===== src/rtl/dma4_pkg.sv =====
package dma4_pkg;

    typedef enum logic [2:0] {
        ST_IDLE,
        ST_REQ,
        ST_RD,
        ST_WR,
        ST_REL,
        ST_DROP
    } bus_st_e;

    localparam logic [1:0] SEL_ADDR = 2'd0;
    localparam logic [1:0] SEL_CNT  = 2'd1;
    localparam logic [1:0] SEL_MODE = 2'd2;
    localparam logic [1:0] SEL_STAT = 2'd3;

    // bit 3 mask, bit 2 reload, bit 1 burst, bit 0 direction (1 = I/O to memory)
    typedef struct packed {
        logic mask;
        logic auto_ld;
        logic blk;
        logic dir_in;
    } chan_cfg_t;

    localparam chan_cfg_t CFG_RESET = '{mask: 1'b1, auto_ld: 1'b0, blk: 1'b0, dir_in: 1'b0};

endpackage


===== src/rtl/dma4_chan.sv =====
module dma4_chan
    import dma4_pkg::*;
#(
    parameter int ADDR_W = 16,
    parameter int CNT_W  = 16,
    parameter int REG_W  = 16
) (
    input  logic              clk,
    input  logic              rst_n,
    input  logic              wr_addr,
    input  logic              wr_cnt,
    input  logic              wr_mode,
    input  logic [REG_W-1:0]  wdata,
    input  logic              step,
    input  logic              tc_clr,
    output logic [ADDR_W-1:0] cur_addr,
    output logic [CNT_W-1:0]  cur_cnt,
    output chan_cfg_t         cfg,
    output logic              tc_flag,
    output logic              last_item
);

    typedef struct packed {
        logic [ADDR_W-1:0] base_addr;
        logic [ADDR_W-1:0] work_addr;
        logic [CNT_W-1:0]  base_cnt;
        logic [CNT_W-1:0]  work_cnt;
        chan_cfg_t         cfg;
        logic              tc;
    } chan_state_t;

    chan_state_t st_d, st_q;

    always_comb begin
        st_d = st_q;
        if (wr_addr) begin
            st_d.base_addr = wdata[ADDR_W-1:0];
            st_d.work_addr = wdata[ADDR_W-1:0];
        end
        if (wr_cnt) begin
            st_d.base_cnt = wdata[CNT_W-1:0];
            st_d.work_cnt = wdata[CNT_W-1:0];
        end
        if (wr_mode) begin
            st_d.cfg = chan_cfg_t'(wdata[3:0]);
        end
        if (tc_clr) begin
            st_d.tc = 1'b0;
        end
        if (step) begin
            st_d.work_addr = st_q.work_addr + ADDR_W'(1);
            st_d.work_cnt  = st_q.work_cnt - CNT_W'(1);
            if (st_q.work_cnt == '0) begin
                st_d.tc = 1'b1;
                if (st_q.cfg.auto_ld) begin
                    st_d.work_addr = st_q.base_addr;
                    st_d.work_cnt  = st_q.base_cnt;
                end else begin
                    st_d.cfg.mask = 1'b1;
                end
            end
        end
    end

    always_ff @(posedge clk) begin
        if (!rst_n) begin
            st_q <= '{base_addr: '0, work_addr: '0, base_cnt: '0, work_cnt: '0,
                      cfg: CFG_RESET, tc: 1'b0};
        end else begin
            st_q <= st_d;
        end
    end

    assign cur_addr  = st_q.work_addr;
    assign cur_cnt   = st_q.work_cnt;
    assign cfg       = st_q.cfg;
    assign tc_flag   = st_q.tc;
    assign last_item = (st_q.work_cnt == '0);

endmodule


===== src/rtl/dma4_arb.sv =====
module dma4_arb #(
    parameter int NUM_CH = 4,
    localparam int CH_W  = (NUM_CH > 1) ? $clog2(NUM_CH) : 1
) (
    input  logic [NUM_CH-1:0] req,
    output logic [NUM_CH-1:0] gnt,
    output logic              any,
    output logic [CH_W-1:0]   idx
);

    logic [NUM_CH:0] seen;

    assign seen[0] = 1'b0;

    genvar g;
    for (g = 0; g < NUM_CH; g++) begin : g_prio
        assign gnt[g]    = req[g] & ~seen[g];
        assign seen[g+1] = seen[g] | req[g];
    end

    assign any = seen[NUM_CH];

    always_comb begin
        idx = '0;
        for (int i = NUM_CH - 1; i >= 0; i--) begin
            if (gnt[i]) idx = CH_W'(i);
        end
    end

endmodule


===== src/rtl/dma4_ctrl.sv =====
module dma4_ctrl
    import dma4_pkg::*;
#(
    parameter int NUM_CH = 4,
    parameter int ADDR_W = 16,
    parameter int CNT_W  = 16,
    localparam int CH_W  = (NUM_CH > 1) ? $clog2(NUM_CH) : 1,
    localparam int RA_W  = CH_W + 2,
    localparam int REG_W = (ADDR_W > CNT_W) ? ADDR_W : CNT_W
) (
    input  logic              clk,
    input  logic              rst_n,
    input  logic [RA_W-1:0]   reg_addr,
    input  logic              reg_wr,
    input  logic              reg_rd,
    input  logic [REG_W-1:0]  reg_wdata,
    output logic [REG_W-1:0]  reg_rdata,
    input  logic [NUM_CH-1:0] dreq,
    input  logic              hlda,
    output logic              hold,
    output logic              addr_en,
    output logic [ADDR_W-1:0] mem_addr,
    output logic [NUM_CH-1:0] dack,
    output logic              mem_rd_n,
    output logic              mem_wr_n,
    output logic              io_rd_n,
    output logic              io_wr_n
);

    typedef struct packed {
        bus_st_e          st;
        logic [CH_W-1:0]  ch;
        logic [REG_W-1:0] rdata;
    } ctl_t;

    ctl_t ctl_d, ctl_q;

    logic [1:0]        sel;
    logic [CH_W-1:0]   chsel;
    logic [NUM_CH-1:0] wr_a, wr_c, wr_m, step;
    logic [NUM_CH-1:0] mask_v, blk_v, dir_v, tc_v, last_v;
    logic [ADDR_W-1:0] addr_a [NUM_CH];
    logic [CNT_W-1:0]  cnt_a  [NUM_CH];
    chan_cfg_t         cfg_a  [NUM_CH];
    logic [NUM_CH-1:0] arb_gnt;
    logic              arb_any;
    logic [CH_W-1:0]   arb_idx;
    logic              stat_rd;

    assign sel     = reg_addr[1:0];
    assign chsel   = reg_addr[RA_W-1:2];
    assign stat_rd = reg_rd && (sel == SEL_STAT);

    genvar g;
    for (g = 0; g < NUM_CH; g++) begin : g_ch
        assign wr_a[g] = reg_wr && (sel == SEL_ADDR) && (chsel == CH_W'(g));
        assign wr_c[g] = reg_wr && (sel == SEL_CNT)  && (chsel == CH_W'(g));
        assign wr_m[g] = reg_wr && (sel == SEL_MODE) && (chsel == CH_W'(g));
        assign step[g] = (ctl_q.st == ST_WR) && (ctl_q.ch == CH_W'(g));

        dma4_chan #(
            .ADDR_W (ADDR_W),
            .CNT_W  (CNT_W),
            .REG_W  (REG_W)
        ) u_chan (
            .clk       (clk),
            .rst_n     (rst_n),
            .wr_addr   (wr_a[g]),
            .wr_cnt    (wr_c[g]),
            .wr_mode   (wr_m[g]),
            .wdata     (reg_wdata),
            .step      (step[g]),
            .tc_clr    (stat_rd),
            .cur_addr  (addr_a[g]),
            .cur_cnt   (cnt_a[g]),
            .cfg       (cfg_a[g]),
            .tc_flag   (tc_v[g]),
            .last_item (last_v[g])
        );

        assign mask_v[g] = cfg_a[g].mask;
        assign blk_v[g]  = cfg_a[g].blk;
        assign dir_v[g]  = cfg_a[g].dir_in;
    end

    dma4_arb #(
        .NUM_CH (NUM_CH)
    ) u_arb (
        .req (dreq & ~mask_v),
        .gnt (arb_gnt),
        .any (arb_any),
        .idx (arb_idx)
    );

    // next-state and register read path
    always_comb begin
        ctl_d = ctl_q;
        case (ctl_q.st)
            ST_IDLE: begin
                if (!hlda && arb_any) begin
                    ctl_d.st = ST_REQ;
                    ctl_d.ch = arb_idx;
                end
            end
            ST_REQ: begin
                if (hlda) ctl_d.st = ST_RD;
            end
            ST_RD: begin
                ctl_d.st = ST_WR;
            end
            ST_WR: begin
                if (last_v[ctl_q.ch] || !blk_v[ctl_q.ch] || !dreq[ctl_q.ch]) begin
                    ctl_d.st = ST_REL;
                end else begin
                    ctl_d.st = ST_RD;
                end
            end
            ST_REL: begin
                ctl_d.st = ST_DROP;
            end
            ST_DROP: begin
                if (!hlda) ctl_d.st = ST_IDLE;
            end
            default: ctl_d.st = ST_IDLE;
        endcase

        if (reg_rd) begin
            case (sel)
                SEL_ADDR: ctl_d.rdata = REG_W'(addr_a[chsel]);
                SEL_CNT:  ctl_d.rdata = REG_W'(cnt_a[chsel]);
                SEL_MODE: ctl_d.rdata = {{(REG_W-4){1'b0}}, cfg_a[chsel]};
                default:  ctl_d.rdata = REG_W'({dreq, tc_v});
            endcase
        end
    end

    always_ff @(posedge clk) begin
        if (!rst_n) begin
            ctl_q <= '{st: ST_IDLE, ch: '0, rdata: '0};
        end else begin
            ctl_q <= ctl_d;
        end
    end

    // bus-master outputs decoded from registered state
    logic act, in_rd, in_wr, cur_dir;

    always_comb begin
        in_rd    = (ctl_q.st == ST_RD);
        in_wr    = (ctl_q.st == ST_WR);
        act      = in_rd || in_wr;
        cur_dir  = dir_v[ctl_q.ch];
        hold     = (ctl_q.st == ST_REQ) || act || (ctl_q.st == ST_REL);
        addr_en  = act;
        dack     = act ? (NUM_CH'(1) << ctl_q.ch) : '0;
        mem_addr = act ? addr_a[ctl_q.ch] : '0;
        mem_rd_n = !(in_rd && !cur_dir);
        io_rd_n  = !(in_rd &&  cur_dir);
        io_wr_n  = !(in_wr && !cur_dir);
        mem_wr_n = !(in_wr &&  cur_dir);
    end

    assign reg_rdata = ctl_q.rdata;

endmodule


===== config.mk =====
export PLATFORM = sky130hd
export DESIGN_NAME = dma4_ctrl
export DESIGN_NICKNAME = d
export VERILOG_FILES = /design/src/rtl/dma4_pkg.sv /design/src/rtl/dma4_chan.sv /design/src/rtl/dma4_arb.sv /design/src/rtl/dma4_ctrl.sv
export SDC_FILE = /design/constraint.sdc
export NUM_CORES = 1
export LEC_CHECK = 0
export BUFFER_PORTS_ARGS = -buffer_cell sky130_fd_sc_hd__buf_4
export CORE_UTILIZATION = 63
export CTS_CLUSTER_DIAMETER = 40
export DETAILED_ROUTE_END_ITERATION = 16
export PLACE_DENSITY = 0.81
export REMOVE_ABC_BUFFERS = 1
export SLEW_MARGIN = 20
export SYNTH_ARGS = -nofsm -noshare
export SYNTH_HDL_FRONTEND = slang
export SYNTH_HIERARCHICAL = 1
export SYNTH_SLANG_ARGS = --single-unit

===== constraint.sdc =====
create_clock -name clk -period 2.6 [get_ports clk]
set_input_delay 0.26 -clock clk [delete_from_list [all_inputs] [get_ports clk]]
set_output_delay 0.26 -clock clk [all_outputs]
set_load 0.02 [all_outputs]

# After elaboration in Yosys (flattened, before gate mapping)
# Cells that the tools add are included.
# Widths: inputs -> output; s select.
op_classes:
  n_addsub: 8
  order_cmp: 3
  eq_ne: 17
  n_shift: 1
  n_mux: 84
  bitwise_logic: 13
  reduce_logical: 56
ops:
  columns: ["cell", "n"]
  rows:
  - ["$mux 16", 31]
  - ["$mux 17", 8]
  - ["$bmux 16 s2", 3]
  - ["$add 16x1->16 const B", 4]
  - ["$logic_not 16->1", 4]
  - ["$sub 16x1->16 const B", 4]
  - ["$pmux 16 s3", 1]
  - ["$mux 4", 7]
  - ["$logic_and 1x1->1", 25]
  - ["$mux 1", 20]
  - ["$pmux 3 s6", 1]
  - ["$reduce_bool 2->1", 8]
  - ["$eq 2x2->1 const B", 6]
  - ["$mux 3", 3]
  - ["$bmux 1 s2", 4]
  - ["$bmux 4 s2", 1]
  - ["$logic_not 1->1", 8]
  - ["$mux 2", 4]
  - ["$eq 2x1->1 const B", 3]
  - ["$eq 3x2->1 const B", 2]
  - ["$eq 3x3->1 const B", 2]
  - ["$ge 3x3->1 const B", 2]
  - ["$logic_not 2->1", 3]
  - ["$ne 2x2->1 const B", 3]
  - ["other kinds (14)", 25]
word_totals:
  regBits: 297
  input_bits: 29

# Logic depth before layout (Yosys ltp)
# Gate-level depths: netlist of run 1.
depth:
  ltp_word: 12
  depth_mapped: 11
  ltp_nobuf: 9

# By module
# Netlist of run 1, hierarchy kept.
modules_own_cells:
  columns: ["module", "n_inst", "cells_per_inst", "area_per_inst_um2"]
  rows:
  - ["dma4_chan (g_ch[0].u_chan ...)", 3, 433, 3763.6]
  - ["dma4_chan (g_ch[3].u_chan)", 1, 474, 4028.9]
  - ["dma4_ctrl", 1, 287, 2877.8]
  - ["dma4_arb", 1, 10, 58.8]

# Least setup slack after synthesis of run 1
# Ideal clock, no wire load.
synth_path:
  path_type: "input port to flip-flop"
  start: "in reg_addr[0]"
  end: "reg g_ch[0].u_chan.st_q (netlist bit g_ch[0].u_chan/cur_addr[8])"
  setup_time_ns: 0.126
  t_arrival_ns: 2.270
  t_required_ns: 2.474
  path_slack_ns: 0.204
  cell_stages: 10
  cell_sequence: "clkbuf_1 -> buf_2 -> or3b_2 -> nor3_1 -> clkbuf_1 -> buf_1 -> mux2i_1 -> nor2_1 -> a41oi_1 -> o31ai_1"
synth_between:
  elab_chain_len: 4
synth_rtl:
  columns: ["item", "line", "rtl"]
  rows:
  - ["start: declaration", "dma4_ctrl.sv:13", "input logic [RA_W-1:0] reg_addr,"]
  - ["$logic_not 2->1", "dma4_ctrl.sv:56", "assign wr_a[g] = reg_wr && (sel == SEL_ADDR) && (chsel == CH_W'(g));"]
  - ["$logic_and 1x1->1 (2 in a row)", "dma4_ctrl.sv:56", null]
  - ["named net wr_a[0]", "dma4_ctrl.sv:40", "logic [NUM_CH-1:0] wr_a, wr_c, wr_m, step;"]
  - ["$reduce_bool 2->1 (no line)", null, null]
  - ["end signal: assignment", "dma4_chan.sv:67", "st_q <= '{base_addr: '0, work_addr: '0, base_cnt: '0, work_cnt: '0,"]
  - ["end signal: assignment", "dma4_chan.sv:70", "st_q <= st_d;"]
  - ["end: declaration", "dma4_chan.sv:32", "chan_state_t st_d, st_q;"]
# The timed path passes the listed nets, and every way through them passes these cells.
# A chain may end at the register's enable or synchronous reset.

# Worst setup path after layout of run 1
layout_path:
  start: "reg ctl_q[16] in the netlist's numbering"
  end: "out mem_addr[7]"
layout_between:
  elab_chain_len: 5
layout_rtl:
  columns: ["item", "line", "rtl"]
  rows:
  - ["start: declaration", "dma4_ctrl.sv:36", "ctl_t ctl_d, ctl_q;"]
  - ["start signal: assignment", "dma4_ctrl.sv:139", "ctl_q <= '{st: ST_IDLE, ch: '0, rdata: '0};"]
  - ["start signal: assignment", "dma4_ctrl.sv:141", "ctl_q <= ctl_d;"]
  - ["$not 2->3 (not written as such)", "dma4_ctrl.sv:156", "mem_addr = act ? addr_a[ctl_q.ch] : '0;"]
  - ["$bmux 16 s2", "dma4_ctrl.sv:156", null]
  - ["$mux 16 (not written as such) (2 in a row)", "dma4_ctrl.sv:156", null]
  - ["$mux 16", "dma4_ctrl.sv:156", null]
  - ["end: declaration", "dma4_ctrl.sv:22", "output logic [ADDR_W-1:0] mem_addr,"]
# No other way between the ends. The select of a mux whose other input is x is not followed.

==> results.py, run 1 <==
metrics = {
    "floorplanning": {
        "ioPinCount": 71,
        "rows": 61,
        "die_h_um": 172,
        "die_area_um2": 29600,
        "initial_core_util": 0.649,
        "die_w_um": 172,
        "coreArea_um2": 28100,
    },
    "sta": {
        "tightest_slew_ns": 1.04,
        "min_period_over_period": 0.964,
        "fin_skew_ns": 0.0183,
        "slew_viol_final": 0,
        "slew_headroom": 0.301,
        "setup_viol": 0,
        "period_needed_ns": 2.51,
        "rsz0062_at_grt": "no",
        "hold_violations": 0,
        "worst_hold_slack_ns": 0.0828,
        "timing.fmax_mhz": 399,
    },
    "setup_path": {
        "crit_type": "reg -> out",
        "crit_fanout": 21,
        "crit_arrival_ns": 2.25,
        "cp-end-kind": "primary output",
        "crit_required_ns": 2.34,
        "startpoint_type": "register",
    },
    "power": {
        "p_leak_nw": 6.82,
        "vdd_ir_drop_max_mv": 0.360,
        "fin_total_pwr_mw": 11.6,
        "p_per_area_nw_per_um2": 587,
    },
    "final_layout": {
        "drive_gt1_frac": 0.173,
        "layout.nets": 2013,
        "mostFrequentLayoutCell": "dfxtp_1",
        "most-common-layout-cells": "dfxtp_1 (297), mux2i_1 (169), nand2_1 (160)",
        "n_antenna_cell": 0,
        "area_growth_pct": 8.03,
    },
    "clocking": {
        "cts.clk_slew.worst_paths_ns": 0.06,
        "h-tree-depth": 2,
        "clkLatencyLatePin_ns": 0.54,
        "cts_setup_buffers": 0,
        "cts_made_buffers": 42,
        "cts_sinks": 297,
        "cts_tree": "yes",
        "clockBufferDepth": 3,
        "cts_root_buf": "clkbuf_16",
    },
    "routing": {
        "top_layer": "met4",
        "firstDrtPassIters": 6,
        "drc": 0,
        "drt_iter0_markers": 2253,
        "route.met3.wl_um": 6220,
        "vias_per_cell": 6.72,
        "wl_met1_um": 22200,
        "ant_nets": 0,
        "routed_wl_um": 56400,
        "wl_met2_um": 24100,
        "via_count": 16017,
        "wire_per_inst_um": 23.6,
    },
    "logic_synthesis": {
        "yosys_warnings": 6,
        "syn_area_per_cell_um2": 8.82,
        "syn_area_um2": 18200,
        "synthesis.instances": 2066,
    },
    "place": {
        "gp_congestion": 0.996,
        "dp.final_hpwl_um": 39100,
        "portBuffers": 70,
    },
    "status": {
        "status": "completed",
    },
    "hold_path": {
        "hp-class": "in -> reg",
    },
    "global_route": {
        "grt.overflow.total": 0,
        "grt_max_degree": 50,
        "grt_pass1_wl_um": 86000,
        "grt_pass1_vias": 15067,
        "grtUsageTotal": 0.382,
        "antenna_found_initial": 1,
    },
    "job": {
        "cap_violations": 0,
    },
}
[layer usage]
metal  global-route usage  up-vias
li1                     -     7118
met1                0.501     7559
met2                0.569     1084
met3               0.0714      256
met4                0.264        0
met5                    0        -
[per-stage QoR]
stage                     setup slack (ns)  cells  setup TNS, ns  utilization  cell area, um^2
after detailed placement             0.199   2309              0        0.648            18200
after global routing                0.0211   2385              0        0.701            19700
after floorplan                      -2.35   1764        -183.93            -            16300
after CTS                           0.0141   2385              0        0.701            19700
after global placement               0.293   2309              0        0.648            18200
final                               0.0933   2385              0        0.701            19700
[power by group]
part	internal, mW	total, mW	leakage [nW]	switching [mW]
Sequential	4.62	4.69	2.40	0.0733
Combinational	0.360	0.931	3.71	0.571
Clock	3.73	5.94	0.712	2.21
[flip-flops by register name, summed over array words and instances, names as in the netlist]
register,flops
ctl_q,5
g_ch.u_chan/tc_flag,4
g_ch.u_chan/cfg,16
g_ch.u_chan/cur_cnt,64
g_ch.u_chan/cur_addr,64
g_ch.u_chan/st_q,128
reg_rdata,16
[critical path, cell delays in order (launching register included)]
cell and delay, ns:
dfxtp_1 0.42, buf_6 0.31, mux4_2 0.60, and2_1 0.19, buf_4 0.15
[path summary, 6_finish.rpt]
check | slack, ns | cells past startpoint | start | endpoint
worst max-delay path | 0.09 | 4 | ctl_q[16]$_SDFFE_PN0P_ | mem_addr[7]
worst min-delay path | 0.08 | 3 | dreq[1] | reg_rdata[5]$_SDFFE_PN0P_
worst max register to register | 0.15 | 9 | ctl_q[20]$_SDFFE_PN0P_ | g_ch[3].u_chan/cur_cnt[10]$_SDFFE_PN0P_
worst min register to register | 0.46 | 2 | g_ch[2].u_chan/st_q[29]$_SDFFE_PN0P_ | g_ch[2].u_chan/st_q[29]$_SDFFE_PN0P_
[layout make-up]
type | count | area, um^2
Clock inverter | 19 | 235
Timing Repair Buffer | 168 | 1350
Sequential cell | 297 | 5950
Tap cell | 378 | 473
Clock buffer | 56 | 1230
Fill cell | 2147 | 8390
Multi-Input combinational cell | 1396 | 10200
Inverter | 71 | 267
[repair_timing]
action | in CTS | in global routing
resized for setup | 0 | 3
endpoints found under the hold margin | 1 | 0
setup endpoints to repair | 0 | 20
hold buffers | 1 | 0
No activity file was read; power rests on OpenSTA's default activity.
==> run 2, diff against run 1 <==
- BUFFER_PORTS_ARGS: -buffer_cell sky130_fd_sc_hd__buf_4 -> -buffer_cell sky130_fd_sc_hd__clkbuf_2
- RECOVER_POWER: default -> 50
==> run 2 against run 1 <==
  * Worst setup slack lost 0.070 ns
  * Total power down 2.1%
  * Via count is 1.8% lower
  * Clock skew rose by 0.0081 ns
  * Routed wire length down 1.3%
  * Clock-buffer cell count is 6 lower
  * First-iteration DRC count shrank 22%
  * Utilization fell by 1.3 points
  * Combinational power decreased by 4.5%
  * Largest cell class unchanged
  * Highest routed layer unchanged
==> results.py, run 2 (synthesized netlist as in run 1, its figures left out) <==
metrics = {
    "sta": {
        "hold_violations": 0,
        "rsz0062_at_grt": "no",
        "setup_viol": 0,
        "timing.fmax_mhz": 388,
        "slew_viol_final": 0,
        "fin_skew_ns": 0.0264,
        "worst_hold_slack_ns": 0.0824,
        "tightest_slew_ns": 1.41,
        "slew_headroom": 0.0571,
        "min_period_over_period": 0.991,
        "period_needed_ns": 2.58,
        "setup_slack_ns": 0.0232,
    },
    "setup_path": {
        "crit_slowest_cell": "nor2_1",
        "cp-end-kind": "register",
        "path_buf_inv": 2,
        "crit_type": "in -> reg",
        "crit_arrival_ns": 3.05,
        "startpoint_type": "input port",
        "reg2reg_slack_ns": 0.06,
        "crit_fanout": 13,
        "reg2reg_from": "g_ch[3].u_chan/cur_cnt[0]$_SDFFE_PN0P_",
        "worstSetupStartpoint": "reg_addr[1]",
        "crit_required_ns": 3.07,
        "cp_slowest_stage_delay_ns": 1.02,
        "crit_chain": "clkbuf_1, or3b_2, nor2_1, clkbuf_1, nand2_1, o21ai_0, o21ai_0, a21oi_1",
        "cp_top_family": "simple AND/OR/NAND/NOR gates",
    },
    "floorplanning": {
        "die_h_um": 172,
        "initial_core_util": 0.649,
        "die_area_um2": 29600,
        "ioPinCount": 71,
        "rows": 61,
        "coreArea_um2": 28100,
        "die_w_um": 172,
    },
    "power": {
        "p_per_area_nw_per_um2": 586,
        "vdd_ir_drop_max_mv": 0.402,
        "p_leak_nw": 6.60,
        "fin_total_pwr_mw": 11.3,
    },
    "final_layout": {
        "mostFrequentLayoutCell": "dfxtp_1",
        "drive_gt1_frac": 0.153,
        "area_growth_pct": 6.07,
        "layout.nets": 2014,
        "most-common-layout-cells": "dfxtp_1 (297), mux2i_1 (169), nand2_1 (160)",
        "fin_area_um2": 19300,
        "top_register": "g_ch.u_chan/st_q",
        "largest_reg_flops": 128,
        "fin_cells": 2386,
    },
    "place": {
        "post_dp_cell_area_um2": 18100,
        "dp_cells": 2310,
        "portBuffers": 70,
        "gp_congestion": 1.04,
        "place_ws_ns": 0.206,
        "dp.final_hpwl_um": 38400,
    },
    "global_route": {
        "grt.overflow.total": 0,
        "grt_pass1_wl_um": 84000,
        "antenna_found_initial": 0,
        "grt_pass1_vias": 14640,
        "grtUsageTotal": 0.373,
        "grt_max_degree": 73,
    },
    "routing": {
        "drc": 0,
        "ant_nets": 0,
        "firstDrtPassIters": 5,
        "drt_iter0_markers": 1749,
        "wire_per_inst_um": 23.3,
        "vias_per_cell": 6.59,
        "routed_wl_um": 55600,
        "via_count": 15723,
    },
    "clocking": {
        "clockBufferDepth": 3,
        "cts_made_buffers": 42,
        "h-tree-depth": 2,
        "cts.clk_slew.worst_paths_ns": 0.05,
        "cts_tree": "yes",
        "cts_sinks": 297,
        "clkLatencyLatePin_ns": 0.54,
        "cts_resized": 0,
        "cts_root_buf": "clkbuf_16",
    },
    "hold_path": {
        "hp-class": "in -> reg",
        "worstHoldStart": "dreq[1]",
    },
    "job": {
        "cap_violations": 0,
    },
    "status": {
        "status": "completed",
    },
}
## run 2: final timing paths
kind,endpoint,cells after the start
worst max-delay path,g_ch[1].u_chan/cur_addr[2]$_SDFFE_PN0P_,8
worst min-delay path,reg_rdata[5]$_SDFFE_PN0P_,3
worst max register to register,g_ch[3].u_chan/cur_cnt[10]$_SDFFE_PN0P_,7
worst min register to register,g_ch[2].u_chan/st_q[31]$_SDFFE_PN0P_,2
## run 2: routing by layer
metal / up-vias / routed length (um) / global-route usage
li1: 7105 / - / -
met1: 7453 / 21800 / 0.486
met2: 946 / 24400 / 0.582
met3: 219 / 5890 / 0.0655
met4: 0 / 3500 / 0.214
met5: - / 0 / 0
## run 2: report_power, final
| group | internal, mW | total, mW | switching [mW] |
|---|---|---|---|
| logic | 0.332 | 0.889 | 0.557 |
| registers | 4.62 | 4.69 | 0.0733 |
| clock network | 3.53 | 5.74 | 2.21 |
| total | 8.48 | 11.3 | 2.84 |
## run 2: worst min-delay path, stage by stage
cell and delay [ns]:
clkbuf_2 0.10, a21oi_1 0.15, a211oi_1 0.05
## run 2: repair_timing
action | 4_1_cts | 5_1_grt
hold buffers | 1 | 0
setup buffers | 0 | 0
endpoints found under the hold margin | 1 | 0
## run 2: area by class of cell
| class | count | area [um^2] |
|---|---|---|
| diodes | 1 | 2.50 |
| clock buffers | 50 | 1130 |
| clock inverters | 24 | 274 |
| fillers | 2192 | 8750 |
| inverters | 71 | 267 |
| multi-input cells | 1396 | 10200 |
| flip-flops and latches | 297 | 5950 |
| well taps | 378 | 473 |
| repair buffers | 169 | 1090 |
## run 2: per-stage QoR
| stage | util | setup TNS (ns) |
|---|---|---|
| floorplan | - | -183.93 |
| global placement | 0.643 | 0 |
| detailed placement | 0.643 | 0 |
| CTS | 0.693 | 0 |
| global route | 0.688 | 0 |
| finish | 0.688 | 0 |
